File: config.mk
export PLATFORM = sky130hd
export DESIGN_NAME = lcd_blink_ctrl
export DESIGN_NICKNAME = d
export VERILOG_FILES = /design/src/rtl/lcd_blink_pkg.sv /design/src/rtl/lcd_blink_timer.sv /design/src/rtl/lcd_blink_select.sv /design/src/rtl/lcd_blink_ctrl.sv
export SDC_FILE = /design/constraint.sdc
export NUM_CORES = 1
export LEC_CHECK = 0
export BUFFER_PORTS_ARGS = -buffer_cell sky130_fd_sc_hd__buf_4
export CAP_MARGIN = 10
export CORE_ASPECT_RATIO = 0.8
export CORE_MARGIN = 3
export CORE_UTILIZATION = 46
export DETAILED_ROUTE_END_ITERATION = 10
export GPL_TIMING_DRIVEN = 1
export PLACE_DENSITY = 0.64
export SYNTH_ARGS = -nofsm -noshare
export SYNTH_HDL_FRONTEND = slang
export SYNTH_HIERARCHICAL = 1
export SYNTH_SLANG_ARGS = --single-unit
export TNS_END_PERCENT = 100
File: constraint.sdc
create_clock -name clk -period 7.3 [get_ports clk]
set_input_delay 0.73 -clock clk [delete_from_list [all_inputs] [get_ports clk]]
set_output_delay 0.73 -clock clk [all_outputs]
set_load 0.05 [all_outputs]
File: src/rtl/lcd_blink_pkg.sv
package lcd_blink_pkg;

    typedef enum logic [1:0] {
        SEL_NORMAL = 2'd0,
        SEL_ALT    = 2'd1,
        SEL_BLANK  = 2'd2
    } disp_sel_e;

    typedef struct packed {
        logic      phase;
        disp_sel_e sel;
    } blink_out_t;

    // Map the configured display mode code onto a legal select.
    function automatic disp_sel_e map_base(input logic [1:0] code);
        case (code)
            2'd0:    return SEL_NORMAL;
            2'd1:    return SEL_ALT;
            default: return SEL_BLANK;
        endcase
    endfunction

endpackage

File: src/rtl/lcd_blink_timer.sv
module lcd_blink_timer #(
    parameter int BASE_LOG2 = 12,
    parameter int RATE_W    = 3
) (
    input  logic              clk,
    input  logic              rst,
    input  logic              enable,
    input  logic [RATE_W-1:0] rate_sel,
    output logic              state
);
    localparam int CW = BASE_LOG2 + (1 << RATE_W) - 1;

    logic [CW-1:0]     cnt;
    logic [RATE_W-1:0] rate_q;
    logic [CW-1:0]     last;
    int                shamt;

    always_comb begin
        shamt = BASE_LOG2 - 1 + int'(rate_q);
        last  = (CW'(1) << shamt) - CW'(1);
    end

    always_ff @(posedge clk) begin
        if (rst || !enable) begin
            cnt    <= '0;
            state  <= 1'b0;
            rate_q <= rate_sel;
        end else if (cnt == last) begin
            cnt    <= '0;
            state  <= ~state;
            rate_q <= rate_sel;
        end else begin
            cnt <= cnt + CW'(1);
        end
    end
endmodule

File: src/rtl/lcd_blink_select.sv
module lcd_blink_select
    import lcd_blink_pkg::*;
#(
    parameter int DUTY_W     = 3,
    parameter int ALT_MAX_BP = 4
) (
    input  logic              active,
    input  logic              blink_mode,
    input  logic [DUTY_W-1:0] duty_code,
    input  logic [1:0]        base_mode,
    output blink_out_t        nxt
);
    localparam int ALT_LIMIT = ALT_MAX_BP - 1;

    logic alt_ok;

    always_comb begin
        alt_ok    = (int'(duty_code) <= ALT_LIMIT);
        nxt.phase = active;
        if (!active)
            nxt.sel = map_base(base_mode);
        else if (blink_mode && alt_ok)
            nxt.sel = SEL_ALT;
        else
            nxt.sel = SEL_BLANK;
    end
endmodule

File: src/rtl/lcd_blink_ctrl.sv
module lcd_blink_ctrl
    import lcd_blink_pkg::*;
#(
    parameter int BASE_LOG2  = 12,
    parameter int RATE_W     = 3,
    parameter int DUTY_W     = 3,
    parameter int ALT_MAX_BP = 4
) (
    input  logic              clk,
    input  logic              rst,
    input  logic              blink_en,
    input  logic              blink_mode,
    input  logic [RATE_W-1:0] rate_sel,
    input  logic [DUTY_W-1:0] duty_code,
    input  logic [1:0]        base_mode,
    input  logic              frame_tick,
    output logic [1:0]        disp_sel,
    output logic              blink_phase
);
    logic       raw_state;
    blink_out_t nxt;
    blink_out_t cur;

    lcd_blink_timer #(
        .BASE_LOG2 (BASE_LOG2),
        .RATE_W    (RATE_W)
    ) u_timer (
        .clk      (clk),
        .rst      (rst),
        .enable   (blink_en),
        .rate_sel (rate_sel),
        .state    (raw_state)
    );

    lcd_blink_select #(
        .DUTY_W     (DUTY_W),
        .ALT_MAX_BP (ALT_MAX_BP)
    ) u_sel (
        .active     (raw_state & blink_en),
        .blink_mode (blink_mode),
        .duty_code  (duty_code),
        .base_mode  (base_mode),
        .nxt        (nxt)
    );

    // Outputs move only at a frame boundary.
    always_ff @(posedge clk) begin
        if (rst) begin
            cur.phase <= 1'b0;
            cur.sel   <= SEL_NORMAL;
        end else if (frame_tick) begin
            cur <= nxt;
        end
    end

    assign disp_sel    = cur.sel;
    assign blink_phase = cur.phase;
endmodule

-- Yosys cells after proc, flatten, opt, wreduce, memory -nomap -nowiden
Index checks and enable logic that the tools add are counted.
- $add $sub $neg: 3
- order comparisons: 1
- equal/unequal tests: 2
- shifts and indexed selects: 1
- mux-type cells: 5
- bitwise operators: 2
- reduce and logical (&&, ||, !) cells: 6
- operators with widths (cell ; number):
    $shl A1 B32 Y19 const A ; 1
    $add A19 B1 Y19 const B ; 1
    $eq A19 B19 Y1 ; 1
    $sub A19 B2 Y19 const B ; 1
    $mux W3 ; 2
    $add A4 B3 Y5 const A ; 1
    $mux W2 ; 2
    $pmux W2 S2 ; 1
    $le A3 B2 Y1 const B ; 1
    $eq A2 B1 Y1 const B ; 1
    $logic_not A2 Y1 ; 1
    $reduce_bool A2 Y1 ; 1
    $reduce_or A2 Y1 ; 1
    $and A1 B1 Y1 ; 1
    $logic_and A1 B1 Y1 ; 1
    $logic_not A1 Y1 ; 1
    $logic_or A1 B1 Y1 ; 1
    $not A1 Y1 ; 1
- register bits: 26
- input bits: 13
- output and inout bits: 3
- word-level logic and storage cells: 25

-- Longest topological paths before layout
Gate-level depths: netlist (run 1).
- word-level depth: 6
- depth in mapped cells: 17
- mapped depth without buffers: 13

-- By module
The synthesis (run 1) kept the hierarchy.
- by module, submodules not included (module ; instances ; cells each ; area an instance (um2) ; seq. area each (um2)):
    lcd_blink_timer ; 1 ; 226 ; 1799.2 ; 490.5
    lcd_blink_ctrl ; 1 ; 10 ; 107.6 ; 60.1
    lcd_blink_select ; 1 ; 5 ; 31.3 ; 0.0

-- Least setup slack after synthesis (run 1)
Ideal clock, no wire load.
- path type: register to register
- start: reg u_timer.rate_q[0]
- end: reg u_timer.rate_q[0], enable pin
- library setup time: 302 ps
- arrival time: 3466 ps
- data required time: 6998 ps
- setup slack: 3532 ps
- stages on the path, launching flop included: 17
- buffers on the path: 4
- clock period less this slack: 3768 ps
- cell sequence: edfxtp_1 -> buf_2 -> nor2_1 -> inv_1 -> ha_1 -> nor2b_1 -> nand3_1 -> ha_1 -> buf_2 -> clkbuf_1 -> o31ai_2 -> o41ai_1 -> xor2_1 -> a2111oi_2 -> and4_1 -> buf_4 -> or2_1
- longest elaborated chain between the ends: 5
- ends and longest elaborated chain (element ; line ; source):
    start, declared ; lcd_blink_timer.sv:14 ; logic [RATE_W-1:0] rate_q;
    start signal, assigned ; lcd_blink_timer.sv:27 ; rate_q <= rate_sel;
    start signal, assigned ; lcd_blink_timer.sv:31 ; rate_q <= rate_sel;
    $add A4 B3 Y5 ; lcd_blink_timer.sv:19 ; shamt = BASE_LOG2 - 1 + int'(rate_q);
    $shl A1 B32 Y19 ; lcd_blink_timer.sv:20 ; last = (CW'(1) << shamt) - CW'(1);
    $sub A19 B2 Y19 ; lcd_blink_timer.sv:20 ;
    $eq A19 B19 Y1 ; lcd_blink_timer.sv:28 ; end else if (cnt == last) begin
    $reduce_bool A2 Y1 (no line) ; n/a ;
No other way between the ends.
A chain may end at the register's enable or synchronous reset.

-- Worst setup path in the final report (run 1)
- start: reg u_timer.rate_q[1]
- end: reg u_timer.rate_q[2], enable pin
Same word-level chain as after synthesis.

==> impl_metrics.py, run 1 <==
metrics = {
    "grt": {
        "grt_max_degree": 23,
        "grt_pass1_wl_um": 7350,
        "grt_pass1_vias": 1502,
        "overflow": 0,
        "antenna_found_initial": 0,
        "grt_usage": 0.185,
    },
    "synth": {
        "synth_edf_count": 3,
        "ys_top_cells_by_area": "dfxtp_1, xor2_1, nor3_1",
        "ys_ff_latch": 26,
        "synth_xor_area_frac": 0.145,
        "synth-simple-area-share": 0.322,
        "ys.flop_type": "dfxtp_1",
        "syn-num-nets": 257,
        "yosys_warnings": 6,
        "netlist_instances": 241,
        "synth_top_family_by_area": "simple AND/OR/NAND/NOR gates",
        "synthMuxAreaShare": 0.0155,
        "synthArstFlopShare": 0,
        "synth_top_cell_by_area": "dfxtp_1",
        "ys_seq_area_frac": 0.284,
        "synth_cell_types": 58,
        "netlist.area_leader.share": 0.238,
        "synth_fa_ha_area_frac": 0.0194,
        "synth-compound-area-share": 0.160,
        "avgSynthCellArea_um2": 8.04,
        "synth_area_um2": 1940,
    },
    "floorplanning": {
        "die-area_um2": 5030,
        "io_pins": 16,
        "die_h_um": 64.1,
        "core_area_um2": 3930,
        "num_rows": 20,
        "initial_core_util": 0.493,
        "die_w_um": 78.6,
    },
    "sta": {
        "finalMaxSlewViolations": 0,
        "setup_viol": 0,
        "fin_worst_skew_ps": 11.0,
        "fmax_mhz": 192,
        "rsz0062_at_grt": "no",
        "slew_headroom": 0.523,
        "fin_crit_sh": 0.713,
        "hold_viol": 0,
        "tightest_slew_ps": 716,
        "fin_tns_setup_ps": 0,
        "period_needed_ps": 5200,
    },
    "detailed_routing": {
        "highest_layer": "met4",
        "wl_met2_um": 1760,
        "vias_per_cell": 5.68,
        "dr.first_iter.drc_count": 176,
        "drc": 0,
        "avgRoutedWirePerCell_um": 14.5,
        "ant_nets": 0,
        "first_pass_iters": 4,
        "wl_met1_um": 2350,
        "wl_met3_um": 185,
        "drt-total-wl_um": 4330,
        "dr_total_vias": 1697,
    },
    "cells_and_area": {
        "final_cell_mix": "dfxtp_1, xor2_1, nor2_1, nor3_1, nand2_1",
        "final_nets": 261,
        "final_common_cell": "dfxtp_1",
        "final_core_util": 0.535,
        "n_antenna_cell": 0,
        "final_layout_size_suffix_gt1_frac": 0.107,
        "area_growth_pct": 8.52,
    },
    "worst_hold_path": {
        "worstHoldStart": "blink_phase$_SDFFE_PP0P_",
        "hold_path.class": "reg -> reg",
    },
    "clocking": {
        "cts_root_buffer": "clkbuf_8",
        "cts.sink_count": 26,
        "cts_inserted_buffers": 3,
        "cts_max_level": 1,
        "cts_setup_buffers": 0,
        "path_clk_slew_ps": 100,
        "holdBufCountCts": 0,
        "clk_latency_ps": 280,
        "clk_path_buf_depth": 2,
        "cts_tree": "done",
        "cts_resized": 0,
    },
    "worst_setup_path": {
        "reg2reg_from": "u_timer/rate_q[1]$_DFFE_PP_",
        "crit_type": "reg -> reg",
        "crit_chain": "nor2_1, inv_1, ha_1, nor2b_1, nand3_1, ha_1, or3b_2, a211o_1, nand3_1, xnor2_1, nor3b_1, and4_1, or2_1",
        "worstPathMaxFanout": 20,
        "endpoint_kind": "flip-flop",
        "max_stage_delay_ps": 680,
        "startpoint": "u_timer/rate_q[1]$_DFFE_PP_",
        "start_kind": "flip-flop",
        "arrival_ps": 5200,
        "critPathBufInv": 1,
        "crit_slowest_cell": "and4_1",
        "critPathRequiredTime_ps": 7300,
        "cp_top_family": "simple AND/OR/NAND/NOR gates",
    },
    "run": {
        "maxCapViolations": 0,
    },
    "placement": {
        "place.gp.congestion": 0.925,
        "portBuffers": 13,
        "place_hpwl_um": 3200,
    },
    "power": {
        "powerDensity_nw_per_um2": 169,
        "ir_worst_vdd_v": 0.000109,
        "p_leak_nw": 0.810,
    },
    "status": {
        "status": "finished, final reports clean",
    },
}
-- tightest hold or removal path, delay by kind of cell (launching register included) --
kind	cells	cell delay [ps]
DFF	1	340
and+or+nand+nor	1	70
muxes	1	60
-- cell usage after synthesis, types with 4 or more instances --
cell type,count
inv_1,8
xnor2_1,10
nor2_1,21
xor2_1,22
dfxtp_1,23
o211ai_1,5
buf_2,6
o21ai_0,6
and3_1,4
nor3_1,21
clkbuf_1,6
nand2b_1,6
nand3_1,15
a21oi_1,4
nand2_1,17
-- state kept, by name, summed over array words and instances (netlist names) --
register	cells
u_timer/cnt	19
u_timer/state	1
blink_phase	1
disp_sel	2
u_timer/rate_q	3
-- power by group --
part | internal [mW] | switching (mW) | total, mW
Clock | 0.0597 | 0.0492 | 0.109
Sequential | 0.147 | 0.00718 | 0.154
Combinational | 0.0363 | 0.0560 | 0.0923
-- final cells by class --
cell class,instances,area (um^2)
clock buffer,4,66.3
fill,389,1830
inverter,8,30.0
multi-input combinational,192,1280
sequential,26,551
tap,55,68.8
timing repair buffer,14,105
-- final timing paths --
kind,slack [ps],cells after the start,end
worst max-delay path,2100,13,u_timer/rate_q[2]$_DFFE_PP_
worst min-delay path,510,2,blink_phase$_SDFFE_PP0P_
worst max register to register,2100,13,u_timer/rate_q[2]$_DFFE_PP_
worst min register to register,510,2,blink_phase$_SDFFE_PP0P_
-- cell families after synthesis --
group / count (synthesis)
AND/OR/NAND/NOR: 114
AO/OA/AOI/OAI: 40
XOR/XNOR: 32
flip-flops: 26
buffers and inverters: 23
multiplexers: 3
adder cells (fa/ha/maj): 3
-- routing by layer --
metal | vias to the layer above | global-route usage
met5 | - | 0
met4 | 0 | 0.0393
met3 | 4 | 0.0338
met2 | 36 | 0.252
met1 | 782 | 0.294
li1 | 875 | -
-- stage by stage --
step	setup WS, ps	instance area [um^2]	hold slack, ps	power [mW]	cells
finish	2100	2100	505	0.356	299
floorplan	3530	1940	524	0.228	241
global placement	2170	2040	476	0.249	295
global route	1750	2100	560	0.377	299
CTS	2140	2100	515	0.359	299
detailed placement	2160	2040	490	0.248	295
(Power assumes the default switching activity.)
==> run 2: changes to the inputs <==
clock period = 5.39 ns   (was 7.3 ns; I/O delays follow)
==> run 2 against run 1 <==
Against the previous run:
- setup slack worse by 1100 ps
- register-to-register slack worse by 1100 ps
- global-route usage is 0.41 points higher
- hold slack worse by 66 ps
==> impl_metrics.py, run 2 (synthesized netlist as in run 1, its figures left out) <==
metrics = {
    "clocking": {
        "cts.sink_count": 26,
        "clk_path_buf_depth": 2,
        "cts_inserted_buffers": 3,
        "cts_setup_buffers": 0,
        "clk_latency_ps": 270,
        "path_clk_slew_ps": 90,
        "cts_tree": "done",
        "holdBufCountCts": 0,
        "cts_max_level": 1,
        "cts_resized": 0,
        "cts_root_buffer": "clkbuf_8",
    },
    "cells_and_area": {
        "n_antenna_cell": 0,
        "final_common_cell": "dfxtp_1",
        "largest_reg_flops": 19,
        "fillers": 390,
        "area_growth_pct": 10.1,
        "stdcell_count": 303,
        "final_layout_size_suffix_gt1_frac": 0.121,
        "fin_area_um2": 2130,
        "final_cell_mix": "dfxtp_1, xor2_1, nor2_1, nor3_1, buf_4",
        "final_core_util": 0.543,
        "top_register": "u_timer/cnt",
        "final_nets": 265,
    },
    "detailed_routing": {
        "drt-total-wl_um": 4440,
        "ant_nets": 0,
        "first_pass_iters": 4,
        "dr.first_iter.drc_count": 152,
        "dr_total_vias": 1732,
        "vias_per_cell": 5.72,
        "drc": 0,
        "avgRoutedWirePerCell_um": 14.7,
    },
    "sta": {
        "hold_viol": 0,
        "tightest_slew_ps": 499,
        "rsz0062_at_grt": "no",
        "fin_tns_setup_ps": 0,
        "fin_crit_sh": 0.817,
        "setup_viol": 0,
        "fin_worst_skew_ps": 0.722,
        "fmax_mhz": 227,
        "finalMaxSlewViolations": 0,
        "slew_headroom": 0.667,
        "period_needed_ps": 4410,
    },
    "floorplanning": {
        "num_rows": 20,
        "die_h_um": 64.1,
        "die_w_um": 78.6,
        "core_area_um2": 3930,
        "initial_core_util": 0.493,
        "die-area_um2": 5030,
        "io_pins": 16,
    },
    "power": {
        "p_leak_nw": 0.830,
        "seq_power_share": 0.437,
        "power_mw": 0.480,
        "p_sw_mw": 0.150,
        "clkPwrFrac": 0.299,
        "power.internal_mw": 0.330,
        "powerDensity_nw_per_um2": 225,
        "ir_worst_vdd_v": 0.000142,
        "swShare": 0.312,
        "pwr-share-comb": 0.264,
    },
    "placement": {
        "portBuffers": 13,
        "postPlaceCellArea_um2": 2070,
        "dp.cells": 299,
        "place.gp.congestion": 0.879,
        "place_hpwl_um": 3400,
    },
    "grt": {
        "grt_max_degree": 23,
        "grt_usage": 0.189,
        "overflow": 0,
        "antenna_found_initial": 0,
        "grt_pass1_vias": 1589,
        "grt_pass1_wl_um": 7670,
    },
    "status": {
        "status": "finished, final reports clean",
    },
    "worst_setup_path": {
        "critPathRequiredTime_ps": 5370,
        "worstPathMaxFanout": 17,
        "start_kind": "flip-flop",
        "endpoint_kind": "flip-flop",
        "arrival_ps": 4390,
        "reg2regPathDepth": 13,
        "crit_type": "reg -> reg",
    },
    "worst_hold_path": {
        "hold_path.class": "in -> reg",
        "min_path_cells": 1,
    },
    "run": {
        "maxCapViolations": 0,
    },
}
[run 2: path summary, 6_finish.rpt]
check                         startpoint                     endpoint  slack, ps
max          u_timer/rate_q[1]$_DFFE_PP_  u_timer/rate_q[0]$_DFFE_PP_        980
min                          rate_sel[2]  u_timer/rate_q[2]$_DFFE_PP_        440
min reg2reg     disp_sel[1]$_SDFFE_PP0P_     disp_sel[1]$_SDFFE_PP0P_        510
max reg2reg  u_timer/rate_q[1]$_DFFE_PP_  u_timer/rate_q[0]$_DFFE_PP_        980
[run 2: final cells by class]
cell class / count / area (um^2) / share of cell area
Sequential cell: 26 / 551 / 0.258
Timing Repair Buffer: 18 / 135 / 0.0633
Clock buffer: 4 / 66.3 / 0.0311
Multi-Input combinational cell: 192 / 1280 / 0.601
Inverter: 8 / 30.0 / 0.0141
Tap cell: 55 / 68.8 / 0.0323
[run 2: metal layers]
metal / track usage / up-vias / wire length (um)
li1: - / 885 / -
met1: 0.283 / 791 / 2270
met2: 0.278 / 52 / 1870
met3: 0.0408 / 4 / 267
met4: 0.0349 / 0 / 38
met5: 0 / - / 0
[run 2: worst max-delay path, cell delays in order (launching register included)]
cell	delay, ps
edfxtp_1	600
nor2_1	470
inv_1	90
ha_1	480
nor2b_1	390
nand3_1	130
ha_1	210
buf_4	210
or4_1	470
o311ai_1	120
xnor2_1	200
nor4b_1	240
and4_1	310
or2_1	190
[run 2: stage by stage]
| step | hold slack, ps | setup WS [ps] |
|---|---|---|
| after floorplan | 524 | 1620 |
| after global placement | 478 | 1010 |
| after detailed placement | 495 | 1010 |
| after CTS | 433 | 990 |
| after global routing | 420 | 574 |
| final | 440 | 985 |
[run 2: power groups by stage]
stage               sequential (mW)  combinational [mW]  clock, mW
CTS                           0.209               0.125      0.148
finish                        0.210               0.127      0.144
global route                  0.211               0.140      0.161
floorplan                     0.209              0.0992          0
detailed placement            0.214               0.124          0
global placement              0.214               0.124          0
==> run 3: changes to the inputs <==
ABC_AREA = 1   (was not set)
PLACE_DENSITY = 0.66   (was 0.64)
clock period = 4.05 ns   (was 5.39 ns; I/O delays follow)
==> run 3 against run 2 <==
Against the previous run:
- clock skew grew 4.7 ps
- fmax grew 26%
- hold slack lost 140 ps
- routed wire length grew 3.5%
- final area grew 8.0%
- clock power grew 35%
- die area grew 6.5%
- non-clock buffer count grew 1
- global-route usage is essentially flat
- critical endpoint is now u_timer/cnt[10]$_SDFF_PP0_
- synthesized area grew 7.1%
==> impl_metrics.py, run 3 <==
metrics = {
    "floorplanning": {
        "die_w_um": 81.1,
        "initial_core_util": 0.488,
        "io_pins": 16,
        "core_area_um2": 4260,
        "die-area_um2": 5360,
        "die_h_um": 66.1,
        "num_rows": 21,
    },
    "worst_setup_path": {
        "crit_type": "reg -> reg",
        "rrSetupSlack_ps": 550,
        "start_kind": "flip-flop",
        "endpoint_kind": "flip-flop",
        "worstPathMaxFanout": 16,
        "arrival_ps": 3660,
        "critPathRequiredTime_ps": 4210,
    },
    "worst_hold_path": {
        "hold_path.class": "in -> reg",
    },
    "synth": {
        "netlist.area_leader.share": 0.222,
        "ys_seq_area_frac": 0.265,
        "yosys-top-cells-count": "nand2_1, nor2_1, inv_1",
        "ys.flop_type": "dfxtp_1",
        "synth_area_um2": 2080,
        "synth_cell_types": 28,
        "yosys_warnings": 6,
        "synth_edf_count": 3,
        "yosysMostFrequentCell": "nand2_1",
        "avgSynthCellArea_um2": 6.02,
        "ys_ff_latch": 26,
        "ys_top_cells_by_area": "dfxtp_1, nand2_1, nor2_1",
        "synth_top_cell_by_area": "dfxtp_1",
        "netlist_instances": 345,
        "syn-num-nets": 361,
        "synthArstFlopShare": 0,
    },
    "sta": {
        "worst_slack_ps": 552,
        "finalMaxSlewViolations": 0,
        "fin_crit_sh": 0.864,
        "fin_worst_skew_ps": 5.38,
        "period_needed_ps": 3500,
        "hold_viol": 0,
        "fmax_mhz": 286,
        "fin_tns_setup_ps": 0,
        "slew_headroom": 0.731,
        "rsz0062_at_grt": "no",
        "setup_viol": 0,
        "tightest_slew_ps": 402,
    },
    "power": {
        "p_sw_mw": 0.192,
        "powerDensity_nw_per_um2": 269,
        "p_leak_nw": 1.08,
        "seq_power_share": 0.433,
        "power_mw": 0.621,
        "clkPwrFrac": 0.312,
        "swShare": 0.309,
        "power.internal_mw": 0.429,
        "ir_worst_vdd_v": 0.000150,
        "pwr-share-comb": 0.255,
    },
    "grt": {
        "antenna_found_initial": 0,
        "grt_max_degree": 17,
        "overflow": 0,
        "gr-usage-met3": 0.0354,
        "grt_util_met1": 0.286,
        "grt_pass1_wl_um": 7840,
        "grt_pass1_vias": 1707,
        "grt_usage": 0.189,
        "use_met2": 0.268,
        "grt_busiest_layer": "met1",
    },
    "cells_and_area": {
        "n_antenna_cell": 0,
        "final_core_util": 0.541,
        "final_nets": 377,
        "final_cell_mix": "nand2_1, nor2_1, inv_1",
        "final_layout_size_suffix_gt1_frac": 0.111,
        "area_growth_pct": 11.0,
        "final_common_cell": "nand2_1",
        "top_register": "u_timer/cnt",
        "largest_reg_flops": 19,
    },
    "clocking": {
        "cts.sink_count": 26,
        "holdBufCountCts": 0,
        "cts_inserted_buffers": 3,
        "clk_latency_ps": 280,
        "cts_setup_buffers": 0,
        "cts_resized": 0,
        "cts_max_level": 1,
        "path_clk_slew_ps": 100,
        "cts_tree": "done",
        "clk_path_buf_depth": 2,
        "cts_root_buffer": "clkbuf_8",
    },
    "detailed_routing": {
        "vias_per_cell": 4.93,
        "dr.first_iter.drc_count": 177,
        "avgRoutedWirePerCell_um": 11.0,
        "dr_total_vias": 2057,
        "ant_nets": 0,
        "drc": 0,
        "drt-total-wl_um": 4600,
        "first_pass_iters": 5,
    },
    "placement": {
        "portBuffers": 13,
        "place.gp.congestion": 0.932,
        "place_hpwl_um": 3660,
        "place_ws_ps": 564,
    },
    "run": {
        "maxCapViolations": 0,
    },
    "status": {
        "status": "finished, final reports clean",
    },
}
[run 3: changes by cell type after synthesis, sizes merged, moves of 6 or more]
cell    before  now
nand2       17   97
inv          8   56
nor2        21   61
nand3       15   38
nor3        21    5
nand4        2   13
xnor2       10    3
clkbuf       6    0
nand2b       6    0
xor2        22   16
[run 3: worst paths after layout]
| check | depth (start not counted) | start | to |
|---|---|---|---|
| max | 21 | u_timer/rate_q[1]$_DFFE_PP_ | u_timer/cnt[10]$_SDFF_PP0_ |
| max reg2reg | 21 | u_timer/rate_q[1]$_DFFE_PP_ | u_timer/cnt[10]$_SDFF_PP0_ |
| min | 1 | rate_sel[0] | u_timer/rate_q[0]$_DFFE_PP_ |
| min reg2reg | 2 | blink_phase$_SDFFE_PP0P_ | blink_phase$_SDFFE_PP0P_ |
[run 3: critical path, stage by stage, from the launching register on]
cell,delay [ps]
edfxtp_1,430
nor2_2,180
inv_1,70
ha_1,400
inv_2,190
nand4_1,210
ha_1,330
inv_1,70
nand4_1,90
nand2_1,110
nor2_1,40
nor2_1,90
nand2_1,50
nor2_1,100
nand2_1,60
nor2_1,80
nand2_1,70
nor2_1,170
nand2_1,70
nand2_1,220
buf_4,290
a21oi_1,60
[run 3: final cells by class]
cell class	count	area, um^2
Tap cell	57	71.3
Inverter	56	210
Fill cell	437	1950
Sequential cell	26	551
Multi-Input combinational cell	255	1260
Timing Repair Buffer	19	143
Clock buffer	4	66.3
[run 3: power groups by stage]
stage          clock network, mW  registers (mW)  logic [mW]
5_1_grt                    0.213           0.269       0.180
2_1_floorplan                  0           0.280       0.114
6_report                   0.194           0.269       0.158
4_1_cts                    0.203           0.269       0.157
3_5_place_dp                   0           0.275       0.156
3_3_place_gp                   0           0.275       0.156
[run 3: metal layers]
layer,wire (um),part of all wire,vias to the layer above
li1,-,-,1113
met1,2460,0.53,881
met2,1790,0.39,57
met3,286,0.062,6
met4,62,0.013,0
met5,0,0,-
[run 3: metrics by stage]
step / area, um^2 / cells / hold WS, ps
floorplan: 2080 / 345 / 442
finish: 2300 / 417 / 298
global route: 2300 / 417 / 286
CTS: 2300 / 417 / 288
global placement: 2240 / 413 / 459
detailed placement: 2240 / 413 / 466
[run 3: cell families (layout without fill, tap and decap cells)]
group           Yosys count  in the layout  synth area share
xor+xnor                 20             20            0.0910
compound gates           16             16            0.0476
buf+inv                  64             79             0.127
simple gates            216            216             0.451
fa+ha+maj                 3              3            0.0181
flops                    26             26             0.265
